==> src/rtl/adcclk_pkg.sv <==
`timescale 1ns/1ps
package adcclk_pkg;

   typedef enum logic [1:0] {
      SRC_BUS      = 2'b00,
      SRC_BUS_HALF = 2'b01,
      SRC_ALT      = 2'b10,
      SRC_ASYNC    = 2'b11
   } adc_src_e;

   localparam int unsigned SRC_W = 2;

endpackage

==> src/rtl/adcclk_src_mux.sv <==
`timescale 1ns/1ps
module adcclk_src_mux
   import adcclk_pkg::*;
(
   input  logic     clk,
   input  logic     rst_n,
   input  logic     restart,
   input  adc_src_e src_sel,
   input  logic     alt_tick,
   input  logic     async_tick,
   input  logic     low_power,
   output logic     src_tick
);

   logic half_phase;

   // Halved bus tick: phase restarts at 0 on a configuration change.
   always_ff @(posedge clk) begin
      if (!rst_n || restart) half_phase <= 1'b0;
      else                   half_phase <= ~half_phase;
   end

   always_comb begin
      unique case (src_sel)
         SRC_BUS:      src_tick = ~low_power;
         SRC_BUS_HALF: src_tick = ~low_power & half_phase;
         SRC_ALT:      src_tick = ~low_power & alt_tick;
         default:      src_tick = async_tick;
      endcase
   end

   // the halved bus source never ticks in two adjacent cycles
   p_half_gap_r4: assert property (@(posedge clk) disable iff (!rst_n)
      (src_sel == SRC_BUS_HALF && src_tick) |=> !(src_sel == SRC_BUS_HALF && src_tick));

   // gated sources deliver nothing under low power
   p_gate_tick_r6: assert property (@(posedge clk) disable iff (!rst_n)
      (low_power && src_sel != SRC_ASYNC) |-> !src_tick);

endmodule

==> src/rtl/adcclk_divider.sv <==
`timescale 1ns/1ps
module adcclk_divider #(
   parameter int unsigned DIV_W   = 2,
   parameter bit          OUT_REG = 1'b1
) (
   input  logic             clk,
   input  logic             rst_n,
   input  logic             restart,
   input  logic             src_tick,
   input  logic [DIV_W-1:0] div_sel,
   output logic             conv_tick
);

   localparam int unsigned MAX_LOG2 = (1 << DIV_W) - 1;
   localparam int unsigned CNT_W    = (MAX_LOG2 < 1) ? 1 : MAX_LOG2;

   if (DIV_W < 1 || DIV_W > 3) begin : g_bad_div_w
      $error("adcclk_divider: DIV_W must be 1..3");
   end

   logic [CNT_W-1:0] cnt;
   logic [CNT_W-1:0] limit;
   logic             fire;

   assign limit = CNT_W'((32'd1 << div_sel) - 32'd1);
   assign fire  = src_tick & ~restart & (cnt == limit);

   always_ff @(posedge clk) begin
      if (!rst_n || restart) cnt <= '0;
      else if (src_tick)     cnt <= fire ? '0 : cnt + 1'b1;
   end

   if (OUT_REG) begin : g_out_reg
      logic conv_q;
      always_ff @(posedge clk) begin
         if (!rst_n) conv_q <= 1'b0;
         else        conv_q <= fire;
      end
      assign conv_tick = conv_q;

      // a configuration change never yields a pulse
      p_restart_quiet_r5: assert property (@(posedge clk) disable iff (!rst_n)
         restart |=> !conv_tick);
   end else begin : g_out_comb
      assign conv_tick = fire;
   end

   // the count stays inside the selected period
   p_cnt_bound_r3: assert property (@(posedge clk) disable iff (!rst_n)
      !restart |-> (cnt <= limit));

endmodule

==> src/rtl/adcclk_gen.sv <==
`timescale 1ns/1ps
module adcclk_gen
   import adcclk_pkg::*;
#(
   parameter int unsigned DIV_W   = 2,
   parameter bit          OUT_REG = 1'b1
) (
   input  logic             clk,
   input  logic             rst_n,
   input  logic [1:0]       src_sel,
   input  logic [DIV_W-1:0] div_sel,
   input  logic             alt_tick,
   input  logic             async_tick,
   input  logic             low_power,
   output logic             conv_tick,
   output logic             async_active
);

   localparam int unsigned CFG_W = SRC_W + DIV_W;

   adc_src_e         src_e;
   logic [CFG_W-1:0] cfg_q;
   logic             restart;
   logic             src_tick;
   logic             async_q;

   assign src_e   = adc_src_e'(src_sel);
   assign restart = ({src_sel, div_sel} != cfg_q);

   always_ff @(posedge clk) begin
      if (!rst_n) begin
         cfg_q   <= '0;
         async_q <= 1'b0;
      end else begin
         cfg_q   <= {src_sel, div_sel};
         async_q <= (src_e == SRC_ASYNC);
      end
   end
   assign async_active = async_q;

   adcclk_src_mux i_src_mux (
      .clk        (clk),
      .rst_n      (rst_n),
      .restart    (restart),
      .src_sel    (src_e),
      .alt_tick   (alt_tick),
      .async_tick (async_tick),
      .low_power  (low_power),
      .src_tick   (src_tick)
   );

   adcclk_divider #(.DIV_W(DIV_W), .OUT_REG(OUT_REG)) i_divider (
      .clk       (clk),
      .rst_n     (rst_n),
      .restart   (restart),
      .src_tick  (src_tick),
      .div_sel   (div_sel),
      .conv_tick (conv_tick)
   );

   if (OUT_REG) begin : g_chk
      // bus clock at /1 pulses every cycle
      p_div1_bus_r3: assert property (@(posedge clk) disable iff (!rst_n)
         (src_e == SRC_BUS && div_sel == '0 && !low_power && !restart) |=> conv_tick);

      // no pulse from a gated source under low power
      p_lowpower_gate_r6: assert property (@(posedge clk) disable iff (!rst_n)
         (low_power && src_e != SRC_ASYNC) |=> !conv_tick);

      // asynchronous ticks at /1 still produce pulses under low power
      p_async_lowpower_r7: assert property (@(posedge clk) disable iff (!rst_n)
         (src_e == SRC_ASYNC && div_sel == '0 && async_tick && !restart) |=> conv_tick);
   end

   // flag follows the previous cycle's source field
   p_async_flag_r8: assert property (@(posedge clk) disable iff (!rst_n)
      (src_e == SRC_ASYNC) |=> async_active);

endmodule

==> config.mk <==
export PLATFORM = sky130hd
export DESIGN_NAME = adcclk_gen
export DESIGN_NICKNAME = d
export VERILOG_FILES = /design/src/rtl/adcclk_pkg.sv /design/src/rtl/adcclk_src_mux.sv /design/src/rtl/adcclk_divider.sv /design/src/rtl/adcclk_gen.sv
export SDC_FILE = /design/constraint.sdc
export NUM_CORES = 1
export LEC_CHECK = 0
export ABC_AREA = 1
export ABC_CLOCK_PERIOD_IN_PS = 1580
export BUFFER_PORTS_ARGS = -buffer_cell sky130_fd_sc_hd__buf_2
export CORE_UTILIZATION = 40
export CTS_CLUSTER_SIZE = 10
export DETAILED_ROUTE_END_ITERATION = 10
export PLACE_DENSITY_LB_ADDON = 0.15
export SLEW_MARGIN = 20
export SYNTH_ARGS = -nofsm -noshare
export SYNTH_HDL_FRONTEND = slang
export SYNTH_SLANG_ARGS = --single-unit
==> constraint.sdc <==
create_clock -name clk -period 1.58 [get_ports clk]
set_clock_uncertainty 0.15 [all_clocks]
set_input_delay 0.316 -clock clk [delete_from_list [all_inputs] [get_ports clk]]
set_output_delay 0.316 -clock clk [all_outputs]
set_load 0.05 [all_outputs]
# Word-level counts from Yosys, hierarchy flattened
# Index checks and enable logic that the tools add are counted.
# Widths: inputs -> output; s select.
[op_classes]
add_sub_neg = 2
eq_ne = 5
shift = 1
mux = 2
bitwise_logic = 7
reduce_logical = 3
[op_table]
columns = ["operator", "n"]
rows = [
  ["$and 1x1->1", 4],
  ["$eq 2x2->1 const B", 2],
  ["$ne 4x4->1", 1],
  ["$add 3x1->3 const B", 1],
  ["$eq 3x3->1", 1],
  ["$mux 3", 1],
  ["$not 1->1", 3],
  ["$pmux 1 s3", 1],
  ["$shl 1x2->3 const A", 1],
  ["$sub 3x1->3 const B", 1],
  ["$eq 2x1->1 const B", 1],
  ["$logic_not 2->1", 1],
  ["$logic_not 1->1", 1],
  ["$logic_or 1x1->1", 1],
]
[totals]
regBits = 10
output_inout_bits = 2
wordCells = 25

# Logic depth before layout (Yosys ltp)
# Gate-level depths: netlist (run 1).
[depth]
word_depth = 6
mapped_depth = 12

# Cells and area by module
# Synthesis (run 1) repeated with hierarchy kept, for this count alone.
[hier_totals]
hier_cells = 95
hier_area_um2 = 580.6
[by_module_without_submodules]
columns = ["module", "instances", "cells_per_inst", "area_per_inst_um2", "seq_area_each_um2"]
rows = [
  ["adcclk_divider", 1, 39, 241.5, 80.1],
  ["adcclk_gen", 1, 37, 220.2, 100.1],
  ["adcclk_src_mux", 1, 19, 118.9, 20.0],
]

# Worst setup path before layout (run 1)
# OpenSTA, ideal clock, no wires.
[synth_timing]
path_kind = "input to register"
from = "in src_sel[0]"
to = "reg i_divider.cnt[1]"
setup_time_ps = 117
t_arrival_ps = 1079
slack_ps = 234
stages = 8
n_path_buf = 0
path_cell_list = "inv_2 > ha_1 > nand3_1 > nand2_1 > nand2_1 > nand2_2 > o21ai_0 > nor2_1"
[synth_via]
elab_chain_len = 5
word_cells_on_any_way = 10
[synth_lines]
columns = ["item", "line", "rtl"]
rows = [
  ["from (decl)", "adcclk_gen.sv:10", "input logic [1:0] src_sel,"],
  ["$eq 2x2->1, or another cell as far along", "adcclk_src_mux.sv:24", "unique case (src_sel)"],
  ["$pmux 1 s3 / $not 1->1 (equally long branches)", "adcclk_src_mux.sv:24, adcclk_divider.sv:26", ""],
  ["$and 1x1->1 (2 in series)", "adcclk_divider.sv:26", "assign fire = src_tick & ~restart & (cnt == limit);"],
  ["$mux 3", "adcclk_divider.sv:30", "else if (src_tick) cnt <= fire ? '0 : cnt + 1'b1;"],
  ["to (signal assigned)", "adcclk_divider.sv:30", ""],
  ["to (decl)", "adcclk_divider.sv:21", "logic [CNT_W-1:0] cnt;"],
]
# Parallel ways exist; a longest one is shown, timed or not.
# A chain may end at the register's enable or synchronous reset.

# Final worst setup path (run 1)
# Same ends and word-level chain as after synthesis.

==> results.py, run 1 <==
metrics = {
    "run_status": {
        "status": "complete, no violations",
    },
    "finish": {
        "final_common_cell": "nand2_1",
        "nets": 115,
        "drive_gt1_frac": 0.230,
        "num_antenna_cells": 0,
        "fillers": 149,
        "area_delta_synth_final_pct": 13.8,
        "post-route-util": 0.500,
        "final_cell_mix": "nand2_1, inv_1, dfxtp_1, buf_2, nor2_1",
    },
    "synthesis": {
        "syn_avg_cell_area_sq_um": 6.58,
        "synth_warnings": 0,
        "synth_area_sq_um": 579,
        "yosysSeqAreaShare": 0.346,
        "synth-seq-cells": 10,
        "ys_types": 15,
        "synth.top_cells.by_area": "dfxtp_1, nand2_1, inv_1",
        "syn-num-nets": 101,
        "synth_top_area_frac": 0.346,
        "syn_inst": 88,
        "yosys.area.top_type": "dfxtp_1",
    },
    "clock_network": {
        "clkTransAtPathRegs_ns": 0.06,
        "clk_latency_ns": 0.26,
        "postCtsResizedCells": 0,
        "cts_root_buf": "clkbuf_4",
        "htree_levels": 1,
        "cts_inserted_buffers": 3,
        "clock-sinks": 10,
        "clockBufferDepth": 2,
        "tritoncts": "yes",
        "post_cts_buffers": 0,
        "ctsHoldBuffers": 0,
    },
    "floorplanning": {
        "die_area_sq_mm": 0.00160,
        "die_width_um": 40.1,
        "core.rowCount": 13,
        "io_pins": 11,
        "initial_core_util": 0.440,
        "core_sq_mm": 0.00132,
        "die_h_um": 40.1,
    },
    "critical_path": {
        "worst_path_most_repeated_cell": "nand2_1",
        "crit_chain": "buf_2 > inv_2 > ha_1 > nand3_1 > nand2_1 > nand2_1 > nand2_2 > o21ai_0 > nor2_1",
        "critPathSlowestCell": "ha_1",
        "path_max_fanout": 6,
        "worstSetupStartpointType": "input pin",
        "worstSetupStartpoint": "src_sel[0]",
        "arrival_ns": 1.29,
        "reg2reg_from": "cfg_q[1]",
        "max_stage_delay_ns": 0.29,
        "worstSetupPathType": "input pin to flop",
        "reg2reg_slack_ns": 0.32,
        "required_ns": 1.58,
        "endpoint_kind": "flop",
    },
    "place": {
        "place_congestion": 0.705,
        "numPortBuffers": 10,
        "dp.final_hpwl_um": 757,
    },
    "sta": {
        "final-hold-violation-count": 0,
        "tightest_slew_ns": 0.248,
        "layout_min_cycle_time_ns": 1.29,
        "min_period_over_period": 0.816,
        "tns_ns": 0,
        "relSlewSlack": 0.836,
        "rsz0062_at_grt": "no",
        "final-setup-viol-count": 0,
        "fmax_mhz": 775,
        "slew_violations": 0,
    },
    "detailed_routing": {
        "first_pass_iters": 4,
        "ant_nets": 0,
        "drcViolationCount": 0,
        "wl_um": 928,
        "vias_per_cell": 4.38,
        "first_iter_violations": 11,
        "vias": 504,
        "wl_per_cell_um": 8.07,
    },
    "run": {
        "maxCapViolations": 0,
    },
    "min_path": {
        "hold_path.class": "input pin to flop",
        "min-delay-start": "src_sel[0]",
    },
    "grt": {
        "met2_usage": 0.242,
        "grt_use_met3": 0.0667,
        "grt_use_met1": 0.145,
        "first_global_vias": 401,
        "antenna_found_initial": 0,
        "grt_usage": 0.143,
        "grt_pass1_wl_mm": 1.44,
        "busiest_layer": "met2",
        "grt_max_degree": 9,
        "overflow": 0,
    },
    "pwr": {
        "p_leak_nw": 0.375,
        "p_per_area_mw_per_mm2": 772,
        "peakVddDrop_mv": 0.338,
    },
}
## cell usage after synthesis
master	instances
nand2_1	28
inv_1	18
dfxtp_1	10
nor2_1	7
nand2_2	5
ha_1	4
nand3_1	4
nor2_2	3
o21ai_0	2
xor2_1	2
buf_6	1
inv_2	1
inv_4	1
nand4_1	1
nor3_1	1
## state kept, by name, summed over array words and instances, names as in the netlist
signal and flops:
i_src_mux.half_phase 1, i_divider.cnt 3, i_divider.conv_tick 1, async_active 1
cfg_q 4
## report_power, final
part / switching [mW] / leakage, nW / internal, mW / total [mW]
Clock: 0.0809 / 0.0138 / 0.0877 / 0.169
Sequential: 0.00352 / 0.0819 / 0.260 / 0.263
Combinational: 0.0480 / 0.279 / 0.0293 / 0.0772
## metrics by stage
stage	cell area [sq um]	instances	power (mW)	hold WS (ns)	setup WS (ns)
global placement	637	112	0.346	0.264	0.0436
finish	659	115	0.509	0.140	0.290
detailed placement	637	112	0.347	0.265	0.0266
global route	659	115	0.542	0.149	0.194
floorplan	579	88	0.325	0.250	0.234
CTS	659	115	0.520	0.135	0.287
## cell type report
type,instances,area (sq um),share of cell area
multi-input cells,57,290,0.440
well taps,15,18.8,0.0285
inverters,20,77.6,0.118
flip-flops and latches,10,200,0.304
clock buffers,3,22.5,0.0342
repair buffers,10,50.0,0.0759
## routing by layer
metal	vias up	routed length (um)
li1	280	-
met1	207	463
met2	15	399
met3	2	55
met4	0	9
met5	-	0
## kinds of logic after synthesis
logic type	count (synthesis)	share of synthesized area
and+or+nand+nor	49	0.367
buffers and inverters	21	0.153
xor gates and xnor gates	2	0.0302
AOI/OAI and AO/OA	2	0.0173
adders and majority gates	4	0.0864
DFF	10	0.346
## critical path: cells and delay by family
| family | cells | cell delay (ns) |
|---|---|---|
| and+or+nand+nor | 5 | 0.37 |
| buffers and inverters | 2 | 0.17 |
| adders and majority gates | 1 | 0.29 |
| AOI/OAI and AO/OA | 1 | 0.16 |
## path summary, 6_finish.rpt
check	to	cells past startpoint
worst min register to register	i_src_mux.half_phase	1
worst max register to register	i_divider.cnt[2]	9
worst max-delay path	i_divider.cnt[1]	9
worst min-delay path	cfg_q[2]	3
No activity file was read; power rests on OpenSTA's default activity.
==> run 2: changes to the inputs <==
- ABC_AREA: 1 -> 0
- ABC_CLOCK_PERIOD_IN_PS: 1580 -> 1200
- CORE_AREA: unset -> 2 2 39 41
- CORE_UTILIZATION: 40 -> unset
- DIE_AREA: unset -> 0 0 41 43
- clock period: 1.58 -> 1.2 ns (I/O delays scaled with it)
==> results.py, run 2 <==
metrics = {
    "synthesis": {
        "synth.top_cells.by_area": "dfxtp_1, ha_1, xor2_1",
        "yosysSeqAreaShare": 0.419,
        "yosys_most_used_dff": "dfxtp_1",
        "async_flop_share": 0,
        "syn-num-nets": 64,
        "synth-seq-cells": 10,
        "syn_avg_cell_area_sq_um": 9.37,
        "synth_most_common_cell": "dfxtp_1",
        "yosys-top-cells-count": "dfxtp_1, and2_1, ha_1, nor3_1, xor2_1",
        "syn_inst": 51,
        "synth_edf_count": 0,
        "synth_area_sq_um": 478,
        "ys_types": 21,
        "synth_top_area_frac": 0.419,
        "yosys.area.top_type": "dfxtp_1",
        "synth_warnings": 0,
    },
    "floorplanning": {
        "die_h_um": 43,
        "die_area_sq_mm": 0.00176,
        "initial_core_util": 0.345,
        "io_pins": 11,
        "core.rowCount": 14,
        "core_sq_mm": 0.00138,
        "die_width_um": 41,
    },
    "sta": {
        "min_period_over_period": 1.22,
        "layout_min_cycle_time_ns": 1.47,
        "setup_slack_ns": -0.269,
        "final-setup-viol-count": 5,
        "fmax_mhz": 681,
        "tightest_slew_ns": 0.269,
        "rsz0062_at_grt": "yes",
        "relSlewSlack": 0.820,
        "slew_violations": 0,
        "final-hold-violation-count": 0,
        "tns_ns": -0.795,
    },
    "critical_path": {
        "rr_endpoint": "i_divider.cnt[0]",
        "timing.reg2reg.worst_path_depth": 5,
        "worstSetupStartpointType": "flop",
        "path_max_fanout": 2,
        "reg2reg_from": "i_src_mux.half_phase",
        "endpoint_kind": "flop",
        "arrival_ns": 1.52,
        "worstSetupStartpoint": "i_src_mux.half_phase",
        "worstSetupPathType": "flop to flop",
        "reg2reg_slack_ns": -0.27,
        "required_ns": 1.25,
        "cp-endpoint": "i_divider.cnt[0]",
    },
    "detailed_routing": {
        "drcViolationCount": 0,
        "wl_mm": 1.01,
        "first_pass_iters": 3,
        "vias": 424,
        "ant_nets": 0,
        "first_iter_violations": 3,
        "vias_per_cell": 4.61,
        "wl_per_cell_um": 11.0,
    },
    "clock_network": {
        "cts_inserted_buffers": 3,
        "clockBufferDepth": 2,
        "cts_root_buf": "clkbuf_4",
        "clkTransAtPathRegs_ns": 0.07,
        "ctsHoldBuffers": 0,
        "htree_levels": 1,
        "clk_latency_ns": 0.26,
        "clock-sinks": 10,
        "tritoncts": "yes",
    },
    "grt": {
        "grt_pass1_wl_mm": 1.66,
        "overflow": 0,
        "grt_usage": 0.146,
        "first_global_vias": 417,
        "grt_max_degree": 7,
        "antenna_found_initial": 0,
    },
    "finish": {
        "final_area_sq_um": 779,
        "regMostFlops": "cfg_q",
        "drive_gt1_frac": 0.539,
        "final_common_cell": "buf_4",
        "final_cell_mix": "buf_4, dfxtp_1, buf_2",
        "area_delta_synth_final_pct": 63.1,
        "largest_reg_flops": 4,
        "largestRegisters": "cfg_q: 4 flops, i_divider.cnt: 3 flops",
        "fillers": 129,
        "num_antenna_cells": 0,
        "nets": 90,
    },
    "pwr": {
        "p_per_area_mw_per_mm2": 1000,
        "peakVddDrop_mv": 0.435,
        "p_leak_nw": 0.339,
    },
    "place": {
        "place_area_sq_um": 663,
        "place_congestion": 0.668,
        "dp.final_hpwl_um": 752,
        "numPortBuffers": 10,
    },
    "min_path": {
        "hold_path.class": "input pin to flop",
        "hold_depth": 2,
    },
    "run_status": {
        "violations": "setup timing",
        "status": "finished with violations",
    },
    "run": {
        "maxCapViolations": 0,
    },
}
## run 2: where the power goes
part / switching [mW] / total, mW / internal (mW)
logic: 0.0641 / 0.136 / 0.0719
registers: 0.00405 / 0.346 / 0.342
clock network: 0.117 / 0.301 / 0.184
total: 0.185 / 0.783 / 0.598
## run 2: worst max-delay path, stage by stage, from the launching register on
cell	delay, ns
dfxtp_2	0.33
mux2_4	0.15
a21oi_4	0.05
o31a_1	0.24
or3_1	0.36
a21oi_2	0.13
## run 2: cell type report
type | count | area [sq um] | area share
Sequential cell | 10 | 204 | 0.262
Inverter | 2 | 20.0 | 0.0257
Timing Repair Buffer | 21 | 151 | 0.194
Multi-Input combinational cell | 39 | 348 | 0.446
Clock buffer | 4 | 36.3 | 0.0465
Tap cell | 16 | 20.0 | 0.0257
## run 2: cell families (layout without fill, tap and decap cells)
kind of cell / after synthesis / count (layout) / synth area share
AND/OR/NAND/NOR: 22 / 22 / 0.251
buffers and inverters: 2 / 27 / 0.0157
adder cells (fa/ha/maj): 4 / 4 / 0.105
XOR/XNOR: 5 / 5 / 0.0916
flip-flops: 10 / 10 / 0.419
AO/OA/AOI/OAI: 7 / 7 / 0.0942
multiplexers: 1 / 1 / 0.0236
## run 2: routing by layer
layer,vias up,track usage,wire (um)
met5,-,0,0
met4,0,0.100,20
met3,2,0.0628,45
met2,7,0.213,455
met1,188,0.162,491
li1,227,-,-
## run 2: timing repair
action | 4_1_cts | 5_1_grt
pin swaps | 6 | 2
resized for setup | 13 | 6
hold endpoints to repair | 0 | 0
endpoints found under the setup margin | 7 | 6
setup buffers | 0 | 0
## run 2: how the worst min path moves through the flow
stage,start,slack [ns],endpoint
floorplan,div_sel[0],0.21,cfg_q[0]
global placement,i_src_mux.half_phase,0.25,i_src_mux.half_phase
detailed placement,i_src_mux.half_phase,0.26,i_src_mux.half_phase
CTS,div_sel[1],0.09,cfg_q[1]
global route,rst_n,0.09,cfg_q[1]
finish,rst_n,0.10,cfg_q[2]
## run 2: stage by stage
stage          power, mW  setup WS [ns]   util  hold slack [ns]  instances
2_1_floorplan      0.411         -0.460      -            0.212         51
3_3_place_gp       0.467         -0.643  0.479            0.252         88
3_5_place_dp       0.468         -0.659  0.479            0.260         88
4_1_cts            0.788         -0.274  0.536           0.0885         92
5_1_grt            0.826         -0.316  0.563           0.0934         92
6_report           0.783         -0.269  0.563            0.100         92
